File: src/rtl/mbx_pkg.sv
package mbx_pkg;
  localparam logic [7:0] OFF_HDR = 8'h00;
  localparam logic [7:0] OFF_CAP = 8'h04;
  localparam logic [7:0] OFF_CTL = 8'h08;
  localparam logic [7:0] OFF_STS = 8'h0C;
  localparam logic [7:0] OFF_WMB = 8'h10;
  localparam logic [7:0] OFF_RMB = 8'h14;
  localparam logic [15:0] EXT_CAP_ID = 16'h002E;
  localparam logic [3:0]  CAP_VER    = 4'h1;
  localparam int RSP_WORDS = 3;

  typedef struct packed {
    logic flush;     // empty the write mailbox
    logic load;      // capture a response object
    logic advance;   // step the read mailbox
    logic clearRsp;  // rewind the read mailbox
  } mbxStrobe_t;

  typedef enum logic {ST_IDLE, ST_EVAL} mbxState_t;
endpackage

File: src/rtl/mbx_data.sv
module mbx_data
  import mbx_pkg::*;
#(
  parameter int          WR_DEPTH   = 8,
  parameter logic [15:0] DISC_VID   = 16'h0001,
  parameter int          NUM_EXTRA  = 2,
  parameter logic [NUM_EXTRA*24-1:0] EXTRA_LIST = 48'h07ABCD_011234
) (
  input  logic        clk,
  input  logic        rstN,
  input  logic        wrPush,
  input  logic [31:0] wrData,
  input  mbxStrobe_t  strobe,
  output logic        reqOk,
  output logic        rdLast,
  output logic [31:0] rspWord
);
  localparam int NUM_PROTOS = NUM_EXTRA + 1;
  localparam int CNT_W = $clog2(WR_DEPTH + 1);
  localparam int PTR_W = (WR_DEPTH > 1) ? $clog2(WR_DEPTH) : 1;

  logic [31:0] fifoMem [WR_DEPTH];
  logic [CNT_W-1:0] wrCount;
  logic wrOvf;
  logic [23:0] protoTab [NUM_PROTOS];
  logic [31:0] rspMem [RSP_WORDS];
  logic [1:0]  rdPtr;

  // discovery table, entry 0 is discovery itself
  assign protoTab[0] = {8'h00, DISC_VID};
  for (genvar gi = 1; gi < NUM_PROTOS; gi++) begin : g_tab
    assign protoTab[gi] = EXTRA_LIST[(gi-1)*24 +: 24];
  end

  always_ff @(posedge clk) begin
    if (!rstN || strobe.flush) begin
      wrCount <= '0;
      wrOvf   <= 1'b0;
    end else if (wrPush) begin
      if (wrCount == CNT_W'(WR_DEPTH)) wrOvf <= 1'b1;
      else wrCount <= wrCount + 1'b1;
    end
  end

  always_ff @(posedge clk) begin
    if (wrPush && wrCount != CNT_W'(WR_DEPTH))
      fifoMem[wrCount[PTR_W-1:0]] <= wrData;
  end

  logic [31:0] hdrA, hdrB, reqDw;
  logic [7:0]  reqIdx, nextIdx;
  logic [23:0] selEntry;
  assign hdrA   = fifoMem[0];
  assign hdrB   = fifoMem[1];
  assign reqDw  = fifoMem[2];
  assign reqIdx = reqDw[7:0];

  always_comb begin
    selEntry = '0;
    for (int i = 0; i < NUM_PROTOS; i++)
      if (reqIdx == 8'(i)) selEntry = protoTab[i];
    nextIdx = (reqIdx == 8'(NUM_PROTOS - 1)) ? 8'd0 : reqIdx + 8'd1;
  end

  assign reqOk = !wrOvf && wrCount == CNT_W'(3)
              && hdrA == {16'h0000, DISC_VID}
              && hdrB == 32'd3
              && reqDw[31:8] == 24'd0
              && reqIdx < 8'(NUM_PROTOS);

  always_ff @(posedge clk) begin
    if (!rstN || strobe.clearRsp) begin
      rdPtr <= '0;
    end else if (strobe.load) begin
      rspMem[0] <= {16'h0000, DISC_VID};
      rspMem[1] <= 32'd3;
      rspMem[2] <= {nextIdx, selEntry};
      rdPtr     <= '0;
    end else if (strobe.advance) begin
      rdPtr <= rdPtr + 2'd1;
    end
  end

  assign rdLast  = rdPtr == 2'(RSP_WORDS - 1);
  assign rspWord = (rdPtr < 2'(RSP_WORDS)) ? rspMem[rdPtr] : 32'd0;


  wr_count_bound_chk: assert property (@(posedge clk) disable iff (!rstN)
    wrCount <= CNT_W'(WR_DEPTH));

  flush_empties_chk: assert property (@(posedge clk) disable iff (!rstN)
    strobe.flush |=> (wrCount == '0 && !wrOvf));
endmodule

File: src/rtl/mbx_ctrl.sv
module mbx_ctrl
  import mbx_pkg::*;
(
  input  logic       clk,
  input  logic       rstN,
  input  logic       goReq,
  input  logic       abortReq,
  input  logic       intEnWr,
  input  logic       intEnVal,
  input  logic       intClr,
  input  logic       rdAdvReq,
  input  logic       reqOk,
  input  logic       rdLast,
  output logic       busy,
  output logic       error,
  output logic       ready,
  output logic       intEn,
  output logic       intSts,
  output logic       irq,
  output mbxStrobe_t strobe
);
  mbxState_t state;
  logic goAccept, finishOk;

  assign goAccept = goReq && !abortReq && state == ST_IDLE && !error;
  assign finishOk = state == ST_EVAL && !abortReq && reqOk;

  always_comb begin
    strobe.flush    = abortReq || state == ST_EVAL;
    strobe.load     = finishOk;
    strobe.advance  = rdAdvReq && ready && !abortReq;
    strobe.clearRsp = abortReq || goAccept;
  end

  always_ff @(posedge clk) begin
    if (!rstN) begin
      state <= ST_IDLE;
      busy <= 1'b0; error <= 1'b0; ready <= 1'b0;
      intEn <= 1'b0; intSts <= 1'b0; irq <= 1'b0;
    end else begin
      irq <= 1'b0;
      if (intEnWr) intEn <= intEnVal;
      if (intClr) intSts <= 1'b0;
      if (abortReq) begin
        state <= ST_IDLE;
        busy <= 1'b0; error <= 1'b0; ready <= 1'b0;
      end else if (state == ST_EVAL) begin
        state <= ST_IDLE;
        busy  <= 1'b0;
        if (reqOk) begin
          ready <= 1'b1;
          if (intEn) begin
            intSts <= 1'b1;
            irq    <= 1'b1;
          end
        end else begin
          error <= 1'b1;
        end
      end else if (goAccept) begin
        state <= ST_EVAL;
        busy  <= 1'b1;
        ready <= 1'b0;
      end else if (strobe.advance && rdLast) begin
        ready <= 1'b0;
      end
    end
  end


  busy_ready_excl_chk: assert property (@(posedge clk) disable iff (!rstN)
    !(busy && ready));

  busy_one_cycle_chk: assert property (@(posedge clk) disable iff (!rstN)
    busy |=> !busy);

  irq_pulse_chk: assert property (@(posedge clk) disable iff (!rstN)
    irq |=> !irq);

  abort_clears_chk: assert property (@(posedge clk) disable iff (!rstN)
    abortReq |=> (!busy && !error && !ready));

  irq_sets_sts_chk: assert property (@(posedge clk) disable iff (!rstN)
    irq |-> (intSts && ready));

  err_blocks_go_chk: assert property (@(posedge clk) disable iff (!rstN)
    (error && !abortReq) |=> !busy);
endmodule

File: src/rtl/mbx_responder.sv
module mbx_responder
  import mbx_pkg::*;
#(
  parameter int          WR_DEPTH    = 8,
  parameter logic [15:0] DISC_VID    = 16'h0001,
  parameter int          NUM_EXTRA   = 2,
  parameter logic [NUM_EXTRA*24-1:0] EXTRA_LIST = 48'h07ABCD_011234,
  parameter logic        INT_SUPPORT = 1'b1,
  parameter logic [10:0] IRQ_MSG_NUM = 11'd5
) (
  input  logic        clk,
  input  logic        rstN,
  input  logic [7:0]  cfgAddr,
  input  logic        cfgWrEn,
  input  logic [31:0] cfgWrData,
  output logic [31:0] cfgRdData,
  output logic        irqPulse
);
  mbxStrobe_t strobe;
  logic busy, error, ready, intEn, intSts, reqOk, rdLast;
  logic [31:0] rspWord;
  logic wrCtl;

  assign wrCtl = cfgWrEn && cfgAddr == OFF_CTL;

  mbx_ctrl u_ctrl (
    .clk(clk), .rstN(rstN),
    .goReq(wrCtl && cfgWrData[31]),
    .abortReq(wrCtl && cfgWrData[0]),
    .intEnWr(wrCtl),
    .intEnVal(cfgWrData[1] & INT_SUPPORT),
    .intClr(cfgWrEn && cfgAddr == OFF_STS && cfgWrData[1]),
    .rdAdvReq(cfgWrEn && cfgAddr == OFF_RMB),
    .reqOk(reqOk), .rdLast(rdLast),
    .busy(busy), .error(error), .ready(ready),
    .intEn(intEn), .intSts(intSts), .irq(irqPulse),
    .strobe(strobe)
  );

  mbx_data #(
    .WR_DEPTH(WR_DEPTH), .DISC_VID(DISC_VID),
    .NUM_EXTRA(NUM_EXTRA), .EXTRA_LIST(EXTRA_LIST)
  ) u_data (
    .clk(clk), .rstN(rstN),
    .wrPush(cfgWrEn && cfgAddr == OFF_WMB && !busy),
    .wrData(cfgWrData),
    .strobe(strobe),
    .reqOk(reqOk), .rdLast(rdLast), .rspWord(rspWord)
  );

  always_comb begin
    unique case (cfgAddr)
      OFF_HDR: cfgRdData = {12'h000, CAP_VER, EXT_CAP_ID};
      OFF_CAP: cfgRdData = {20'h0, IRQ_MSG_NUM, INT_SUPPORT};
      OFF_CTL: cfgRdData = {30'h0, intEn, 1'b0};
      OFF_STS: cfgRdData = {ready, 28'h0, error, intSts, busy};
      OFF_RMB: cfgRdData = ready ? rspWord : 32'h0;
      default: cfgRdData = 32'h0;
    endcase
  end
endmodule

File: config.mk
export PLATFORM = sky130hd
export DESIGN_NAME = mbx_responder
export DESIGN_NICKNAME = d
export VERILOG_FILES = /design/src/rtl/mbx_pkg.sv /design/src/rtl/mbx_data.sv /design/src/rtl/mbx_ctrl.sv /design/src/rtl/mbx_responder.sv
export SDC_FILE = /design/constraint.sdc
export NUM_CORES = 1
export LEC_CHECK = 0
export ABC_AREA = 1
export BUFFER_PORTS_ARGS = -buffer_cell sky130_fd_sc_hd__buf_4
export CORE_AREA = 2 2 119 121
export CTS_CLUSTER_DIAMETER = 200
export DETAILED_ROUTE_END_ITERATION = 10
export DIE_AREA = 0 0 121 123
export SLEW_MARGIN = 20
export SYNTH_ARGS = -nofsm -noshare
export SYNTH_HDL_FRONTEND = slang
export SYNTH_SLANG_ARGS = --single-unit
File: constraint.sdc
create_clock -name clk -period 4.5 [get_ports clk]
set_clock_uncertainty 0.2 [all_clocks]
set_input_delay 0.225 -clock clk [delete_from_list [all_inputs] [get_ports clk]]
set_output_delay 0.225 -clock clk [all_outputs]
set_load 0.02 [all_outputs]
==> results by group, run 1 <==
Logic synthesis
  • Flops & latches, synth: 124
  • Unique masters post-synth: 33
  • Ranking of synthesized cells by area: edfxtp_1 (61%), nor2_1 (10%), dfxtp_1 (6.0%)
  • Synth warn: 0
  • Post-synth top area cell: edfxtp_1
  • Top-count cell post-synth: nor2_1
  • EDFF count, synth: 108
  • Post-synthesis cell area: 5320 µm²
  • Syn Area/Cell: 10.8 µm²
  • Post-synth ARST share: 0%
  • Share of the synthesized area in the top cell type: 60.9%
  • Synth top cells by count: nor2_1 (145), edfxtp_1 (108), nand2_1 (64)
  • Post-Syn Instances: 495
  • Sequential area share after synthesis: 66.9%
  • Ys flop type: edfxtp_1

Floorplan
  • Die Span Y: 123 µm
  • Std cell rows: 43
  • Area of the core: 13600 µm²
  • Initial Utilization: 39.1%
  • Die Wd: 121 µm
  • Area of the die: 14900 µm²
  • I/O pin total: 76

Clocking
  • CTS Buffer Depth: 2
  • Clock tree root buffer cell: clkbuf_16
  • Clk sink count: 124
  • Post-CTS Resized: 0
  • Hold_buf cts: 35
  • Clock transition at path regs: 0.06 ns
  • Setup bufs post-CTS: 0
  • CTS buffer count: 17
  • Insertion delay to the later sink of the worst-skew pair: 0.41 ns
  • H-Tree Depth: 4
  • CTS tree: yes

STA
  • Setup TNS: 0 ns
  • RSZ-0062 raised after global routing: false
  • FMAX: 360 MHz
  • Final hold vios: 0
  • # setup viols final: 0
  • Period minus WS final: 2.78 ns
  • Tcrit/Tclk final: 61.8%
  • Worst Tran Pin Value: 0.953 ns
  • Max-slew headroom: 36.2%
  • Fin. max-slew vios: 0

Power
  • Design Power: 2.58 mW
  • Max rail drop VDD: 0.235 mV
  • Pwr/cell area: 374 nW/µm²
  • Leakage power: 2.58 nW

Setup path
  • Buf/Inv on CP: 0
  • Crit. End Element: register
  • Reg-to-reg startpoint: u_data.fifoMem[2][0]
  • Critical Path Start Type: register
  • Crit path DAT: 2.61 ns
  • CP Max Fanout: 12
  • Worst Path Class, Setup: reg2reg
  • CP dominant cell by count: nor2_1
  • Critical Path, Cell by Cell: ha_1 -> nor2_2 -> nand4_1 -> nor3_1 -> nand2_1 -> nor2_1 -> nand3_1 -> nor2_1
  • CP top delay family: simple AND/OR/NAND/NOR gates
  • Data required time of the worst path: 4.33 ns
  • Crit path from: u_data.fifoMem[2][0]
  • Worst path max stage delay: 0.73 ns
  • CP max-delay cell: nor2_1

GRT
  • Vias in the first global route: 3633
  • First-pass GRT wire length: 17.2 mm
  • Gr ovfl total: 0
  • Gr usage total: 15.6%
  • Initial antenna violation count: 0
  • Largest net degree at the start of global routing: 33

Final layout
  • Fin util: 50.7%
  • Layout Cells excl Fill: 803
  • Share of cells above drive strength 1: 19.9%
  • Synth-to-Final Area Change: 29.6%
  • Final #Nets: 661
  • Ant. Diodes: 0
  • Final Cell Area: 6900 µm²

Placed design
  • RePlAce Congestion: 0.848
  • Placed cell count: 736
  • Final HPWL from detailed placement: 7.59 mm
  • Port bufs: 68
  • Placed inst area: 6010 µm²

Flow run
  • MaxCap Viol Count: 0

Route
  • Detailed Route WL: 10.6 mm
  • Antenna-violating nets left: 0
  • Vias post-DR: 3657
  • Vias per cell: 4.55
  • Mean routed wirelength per cell: 13.2 µm
  • Drt drc: 0
  • DRT Pass-1 Iters: 4
  • Initial DRC count: 122

Run status
  • Status: finished clean

Hold path
  • Worst hold path class: in2reg
  • Hold Crit Start: cfgAddr[6]
==> worst paths after layout <==
| check | to | slack [ns] | cells after the start |
|---|---|---|---|
| setup / recovery | u_data.rspMem[2][26] | 1.72 | 8 |
| setup reg to reg | u_data.rspMem[2][26] | 1.72 | 8 |
| hold reg to reg | u_data.wrOvf | 0.28 | 2 |
| hold / removal | u_data.wrCount[3] | 0.07 | 6 |
==> area by class of cell <==
type | instances | area (µm²)
Clock buffer | 21 | 440
Clock inverter | 11 | 101
Fill cell | 1204 | 6710
Inverter | 53 | 199
Multi-Input combinational cell | 308 | 1490
Sequential cell | 124 | 3560
Tap cell | 180 | 225
Timing Repair Buffer | 106 | 883
==> worst reg2reg max path, cell delays in order (launching register included) <==
cell	delay (ns)
edfxtp_1	0.46
ha_1	0.26
nor2_2	0.13
nand4_1	0.12
nor3_1	0.20
nand2_1	0.07
nor2_1	0.15
nand3_1	0.09
nor2_1	0.73
==> flip-flops by register name (all words and copies together), names as in the netlist, named ones only <==
register / cells
u_data.fifoMem: 96
u_data.rspMem: 12
u_data.wrCount: 4
u_data.rdPtr: 2
u_ctrl.busy: 1
u_ctrl.error: 1
u_ctrl.intEn: 1
u_ctrl.intSts: 1
u_ctrl.irq: 1
u_ctrl.ready: 1
u_ctrl.state: 1
u_data.wrOvf: 1
==> cell families (layout without fill, tap and decap cells) <==
group                    count (synthesis)  after routing  synth area share, %
XOR/XNOR                                 8              8                 1.32
buffers and inverters                   69            191                 5.95
other                                    1              7               0.0705
flip-flops                             124            124                 66.9
adder cells (fa/ha/maj)                  8              8                 1.88
AND/OR/NAND/NOR                        264            264                 21.6
AO/OA/AOI/OAI                           21             21                 2.28
==> per-layer routing <==
metal / routed length [µm] / vias up / part of all wire (%) / track usage, %
met3: 536 / 22 / 5.1 / 3.92
li1: - / 1846 / - / -
met5: 0 / - / 0 / 0
met4: 225 / 0 / 2.1 / 7.78
met1: 4460 / 1688 / 42 / 17.5
met2: 5340 / 101 / 51 / 27.5
==> placed cells by master (no fill, tap or decap), types with 2 or more instances in the layout <==
master         netlist  routed
clkinv_2             0       6
clkbuf_1             0       4
nand4_1              9       9
xor2_1               6       6
clkbuf_16            0      17
inv_1               49      49
dlygate4sd3_1        0      35
inv_2                4       4
nand3_2              4       4
o21ai_1              3       3
nand2_1             64      64
nor4_2               2       2
xnor2_1              2       2
o21ai_0              3       3
nand2_2              3       3
edfxtp_1           108     108
nor2_2               7       9
clkinv_1             0       3
ha_1                 8       8
nand3_1             19      19
buf_4               15      71
conb_1               1       7
nor2_1             145     143
dfxtp_1             16      16
nor3_1               4       4
or2_1                2       2
a21oi_1              9       9
bufinv_16            0       2
nor2_4               2       2
==> metrics by stage <==
stage	setup WS (ns)	hold slack, ns
after global routing	1.51	0.0906
after global placement	1.87	0.224
after CTS	1.69	0.0616
final	1.72	0.0725
after floorplan	1.16	0.124
after detailed placement	1.71	0.224
==> power by group <==
group / internal (mW) / switching [mW]
clock network: 0.800 / 0.450
logic: 0.0461 / 0.0355
registers: 1.25 / 0.000230
total: 2.09 / 0.486
Note: power is estimated with default switching activity, not from simulation.
==> run 2, diff against run 1 <==
clock period = 2.5 ns   (was 4.5 ns; I/O delays follow)
==> results by group, run 2 (synthesis gave the netlist of run 1 again) <==
Final layout
  • Synth-to-Final Area Change: 31.6%
  • Register Area: 3570 µm²
  • Final #Nets: 665
  • Share of cells above drive strength 1: 21.7%
  • Multi-input logic area: 1520 µm²
  • Fill cell count: 1201
  • Commonest non-fill, non-tap cell in the layout: nor2_1
  • Largest register FFs: 96
  • Most frequent cells in the layout: nor2_1 (142), edfxtp_1 (108), buf_4 (70)
  • Ant. Diodes: 0

Clocking
  • Insertion delay to the later sink of the worst-skew pair: 0.41 ns
  • CTS buffer count: 17
  • Clock tree root buffer cell: clkbuf_16
  • CTS Buffer Depth: 2
  • H-Tree Depth: 4
  • Clock transition at path regs: 0.05 ns
  • Clk sink count: 124
  • Setup bufs post-CTS: 0
  • CTS tree: yes

STA
  • Period minus WS final: 2.32 ns
  • Fin. max-slew vios: 0
  • Tcrit/Tclk final: 92.8%
  • Final hold slack: 0.0245 ns
  • # setup viols final: 0
  • Final hold vios: 0
  • FMAX: 431 MHz
  • RSZ-0062 raised after global routing: false

Power
  • Internal power: 3.70 mW
  • Logic pwr share: 3.3%
  • Design Power: 4.57 mW
  • Switch share: 19.0%
  • Max rail drop VDD: 0.473 mV
  • Switching Power: 869 µW
  • Seq pwr share: 49.1%
  • Clock share of power: 47.6%
  • Pwr/cell area: 653 nW/µm²
  • Leakage power: 2.60 nW

Setup path
  • Critical Path Start Type: register
  • CP Max Fanout: 12
  • Reg-to-reg startpoint: u_data.fifoMem[2][0]
  • Data required time of the worst path: 2.40 ns
  • Crit path from: u_data.fifoMem[2][0]
  • Worst Path Class, Setup: reg2reg
  • Crit path DAT: 2.22 ns
  • Crit. End Element: register

Route
  • Antenna-violating nets left: 0
  • Mean routed wirelength per cell: 13.7 µm
  • Vias per cell: 4.54
  • Vias post-DR: 3663
  • DRT Pass-1 Iters: 5
  • Initial DRC count: 165
  • Detailed Route WL: 11.0 mm
  • Drt drc: 0

GRT
  • Initial antenna violation count: 0
  • Gr usage total: 16.1%
  • First-pass GRT wire length: 17.7 mm
  • Vias in the first global route: 3706
  • Gr ovfl total: 0
  • Largest net degree at the start of global routing: 33

Placed design
  • RePlAce Congestion: 0.858
  • Port bufs: 68
  • Final HPWL from detailed placement: 7.92 mm

Hold path
  • Worst hold path class: in2reg
  • Hold Crit Start: cfgAddr[0]

Floorplan
  • I/O pin total: 76
  • Initial Utilization: 39.1%
  • Std cell rows: 43
  • Area of the die: 14900 µm²
  • Area of the core: 13600 µm²
  • Die Wd: 121 µm
  • Die Span Y: 123 µm

Run status
  • Status: finished clean

Flow run
  • MaxCap Viol Count: 0
[run 2: critical path, stage by stage (launching register included)]
cell	delay, ns
edfxtp_1	0.45
ha_1	0.26
nor2_2	0.13
nand4_1	0.13
nor3_1	0.20
nand2_1	0.07
nor2_1	0.18
nand3_1	0.09
nor2_1	0.09
buf_4	0.20
[run 2: per-stage QoR]
stage	setup WS (ns)	utilization, %	instances	instance area (µm²)	TNS (ns)
4_1_cts	0.0350	51.4	807	7000	0
3_3_place_gp	0.341	44.8	738	6100	0
5_1_grt	0.0297	51.4	807	7000	0
2_1_floorplan	-0.0425	-	501	5410	-1.36
6_report	0.179	51.4	807	7000	0
3_5_place_dp	0.223	44.8	738	6100	0
[run 2: final cells by class]
class / instances / share of cell area (%)
flip-flops and latches: 124 / 51.0
multi-input cells: 308 / 21.7
repair buffers: 110 / 13.7
clock buffers: 22 / 6.49
well taps: 180 / 3.22
inverters: 53 / 2.88
clock inverters: 10 / 1.11
[run 2: worst paths after layout]
check,slack [ns],cells past startpoint,endpoint
max,0.18,9,u_data.rspMem[2][12]
min,0.02,6,u_data.wrCount[3]
max reg2reg,0.18,9,u_data.rspMem[2][12]
min reg2reg,0.29,2,u_data.wrCount[0]
[run 2: per-layer routing]
metal	vias up	track usage, %	wire, µm
met5	-	0	0
met4	0	7.49	221
met3	15	4.66	540
met2	98	28.6	5610
met1	1691	17.8	4660
li1	1859	-	-
[run 2: timing repair]
| action | 4_1_cts | 5_1_grt |
|---|---|---|
| resized for setup | 0 | 1 |
| hold buffers | 37 | 0 |
| endpoints found under the setup margin | 0 | 8 |
| endpoints found under the hold margin | 110 | 0 |
[run 2: power groups by stage]
stage | combinational, mW | clock [mW] | sequential [mW]
finish | 0.149 | 2.18 | 2.25
global route | 0.164 | 2.32 | 2.24
CTS | 0.151 | 2.23 | 2.25
detailed placement | 0.108 | 0 | 2.29
global placement | 0.105 | 0 | 2.29
floorplan | 0.0346 | 0 | 2.29
==> run 3, diff against run 2 <==
PLACE_DENSITY = 0.61   (was unset)
==> results by group, run 3 (synthesis gave the netlist of run 1 again) <==
Run status
  • Status: finished clean

STA
  • RSZ-0062 raised after global routing: false
  • Period minus WS final: 2.25 ns
  • Tcrit/Tclk final: 90.1%
  • Final hold slack: 0.0201 ns
  • # setup viols final: 0
  • Worst setup margin: 0.247 ns
  • FMAX: 444 MHz
  • Setup TNS: 0 ns
  • Fin. max-slew vios: 0
  • Final hold vios: 0

Setup path
  • CP max-delay cell: edfxtp_1
  • Critical Path, Cell by Cell: ha_1 -> nor2_2 -> nand4_1 -> nor3_1 -> nand2_1 -> nor2_1 -> nand3_1 -> nor2_1 -> buf_4
  • CP Max Fanout: 12
  • CP top delay family: simple AND/OR/NAND/NOR gates
  • Critical Path Start Type: register
  • Worst path max stage delay: 0.46 ns
  • CP dominant cell by count: nor2_1
  • R2R Setup Slk: 0.25 ns
  • Crit. End Element: register
  • Worst Path Class, Setup: reg2reg
  • Data required time of the worst path: 2.41 ns
  • Crit path DAT: 2.16 ns
  • Buf/Inv on CP: 1

Placed design
  • Port bufs: 68
  • Post-place setup slack: 0.255 ns
  • RePlAce Congestion: 0.817
  • Final HPWL from detailed placement: 7.53 mm

Final layout
  • Fill cell count: 1164
  • Register Area: 3570 µm²
  • Multi-input logic area: 1520 µm²
  • Synth-to-Final Area Change: 32.0%
  • Share of cells above drive strength 1: 20.9%
  • Ant. Diodes: 0
  • Final #Nets: 666
  • Largest register FFs: 96
  • Fin util: 51.6%
  • Most frequent cells in the layout: nor2_1 (142), edfxtp_1 (108), buf_4 (69)
  • Commonest non-fill, non-tap cell in the layout: nor2_1

GRT
  • Met1 Usage GRT: 17.7%
  • Global routing's busiest layer: met2
  • M2 GR Usage: 26.7%
  • Gr ovfl total: 0
  • First-pass GRT wire length: 17.1 mm
  • Initial antenna violation count: 0
  • M3 GR Usage: 4.24%
  • Largest net degree at the start of global routing: 33
  • Gr usage total: 15.3%
  • Vias in the first global route: 3631

Route
  • Antenna-violating nets left: 0
  • DRT Pass-1 Iters: 4
  • Initial DRC count: 152
  • Detailed Route WL: 10.8 mm
  • Vias post-DR: 3630
  • Vias per cell: 4.49
  • Mean routed wirelength per cell: 13.3 µm
  • Drt drc: 0

Floorplan
  • Std cell rows: 43
  • Die Span Y: 123 µm
  • Die Wd: 121 µm
  • Initial Utilization: 39.1%
  • Area of the core: 13600 µm²
  • I/O pin total: 76
  • Area of the die: 14900 µm²

Power
  • Logic pwr share: 3.3%
  • Switch share: 18.9%
  • Internal power: 3.78 mW
  • Design Power: 4.66 mW
  • Pwr/cell area: 663 nW/µm²
  • Switching Power: 882 µW
  • Clock share of power: 48.5%
  • Max rail drop VDD: 0.394 mV
  • Seq pwr share: 48.2%
  • Leakage power: 2.60 nW

Clocking
  • Insertion delay to the later sink of the worst-skew pair: 0.42 ns
  • Setup bufs post-CTS: 0
  • CTS buffer count: 17
  • Clk sink count: 124
  • CTS tree: yes
  • Clock tree root buffer cell: clkbuf_16
  • Clock transition at path regs: 0.05 ns
  • H-Tree Depth: 4
  • CTS Buffer Depth: 2

Hold path
  • Worst hold path class: in2reg

Flow run
  • MaxCap Viol Count: 0
run 3: cell types whose count changed in the layout (fill, tap and decap cells not counted):
cell and delta:
buf_4 -1, bufinv_16 +1, clkbuf_1 +1, clkbuf_8 -1
clkinv_1 +3, clkinv_2 -4, dlygate4sd3_1 +2
run 3: worst reg2reg max path: stages (launching register included):
cell and delay [ns]:
edfxtp_1 0.46, ha_1 0.26, nor2_2 0.13, nand4_1 0.11, nor3_1 0.19, nand2_1 0.07
nor2_1 0.14, nand3_1 0.09, nor2_1 0.10, buf_4 0.20
run 3: worst paths after layout:
path                                            from                   end  cells after the start
worst max-delay path            u_data.fifoMem[2][0]  u_data.rspMem[2][24]                      9
worst max register to register  u_data.fifoMem[2][0]  u_data.rspMem[2][24]                      9
worst min-delay path                      cfgAddr[2]     u_data.wrCount[3]                      6
worst min register to register          u_data.wrOvf          u_data.wrOvf                      2
run 3: timing repair:
| action | in CTS | in global routing |
|---|---|---|
| setup endpoints to repair | 0 | 8 |
| resized for setup | 0 | 1 |
| hold endpoints to repair | 112 | 0 |
| hold buffers | 39 | 0 |
run 3: power by group through the flow:
stage / Sequential (mW) / Clock [mW] / Combinational [mW]
2_1_floorplan: 2.29 / 0 / 0.0346
3_3_place_gp: 2.29 / 0 / 0.105
3_5_place_dp: 2.29 / 0 / 0.107
4_1_cts: 2.25 / 2.30 / 0.153
5_1_grt: 2.24 / 2.39 / 0.166
6_report: 2.25 / 2.26 / 0.152
run 3: area by class of cell:
type                            count  share of cell area (%)
Clock buffer                       22                    6.32
Multi-Input combinational cell    308                    21.6
Timing Repair Buffer              111                    13.8
Clock inverter                     10                    1.41
Sequential cell                   124                    50.8
Inverter                           53                    2.87
Tap cell                          180                    3.21
run 3: routing by layer:
layer / part of all wire [%] / routed length, µm
met1: 45 / 4790
met3: 5.1 / 550
met4: 1.2 / 127
met2: 49 / 5280
met5: 0 / 0
run 3: through the flow:
| stage | std cells | instance area, µm² |
|---|---|---|
| 5_1_grt | 808 | 7030 |
| 6_report | 808 | 7030 |
| 3_3_place_gp | 737 | 6090 |
| 2_1_floorplan | 501 | 5410 |
| 3_5_place_dp | 737 | 6090 |
| 4_1_cts | 808 | 7020 |
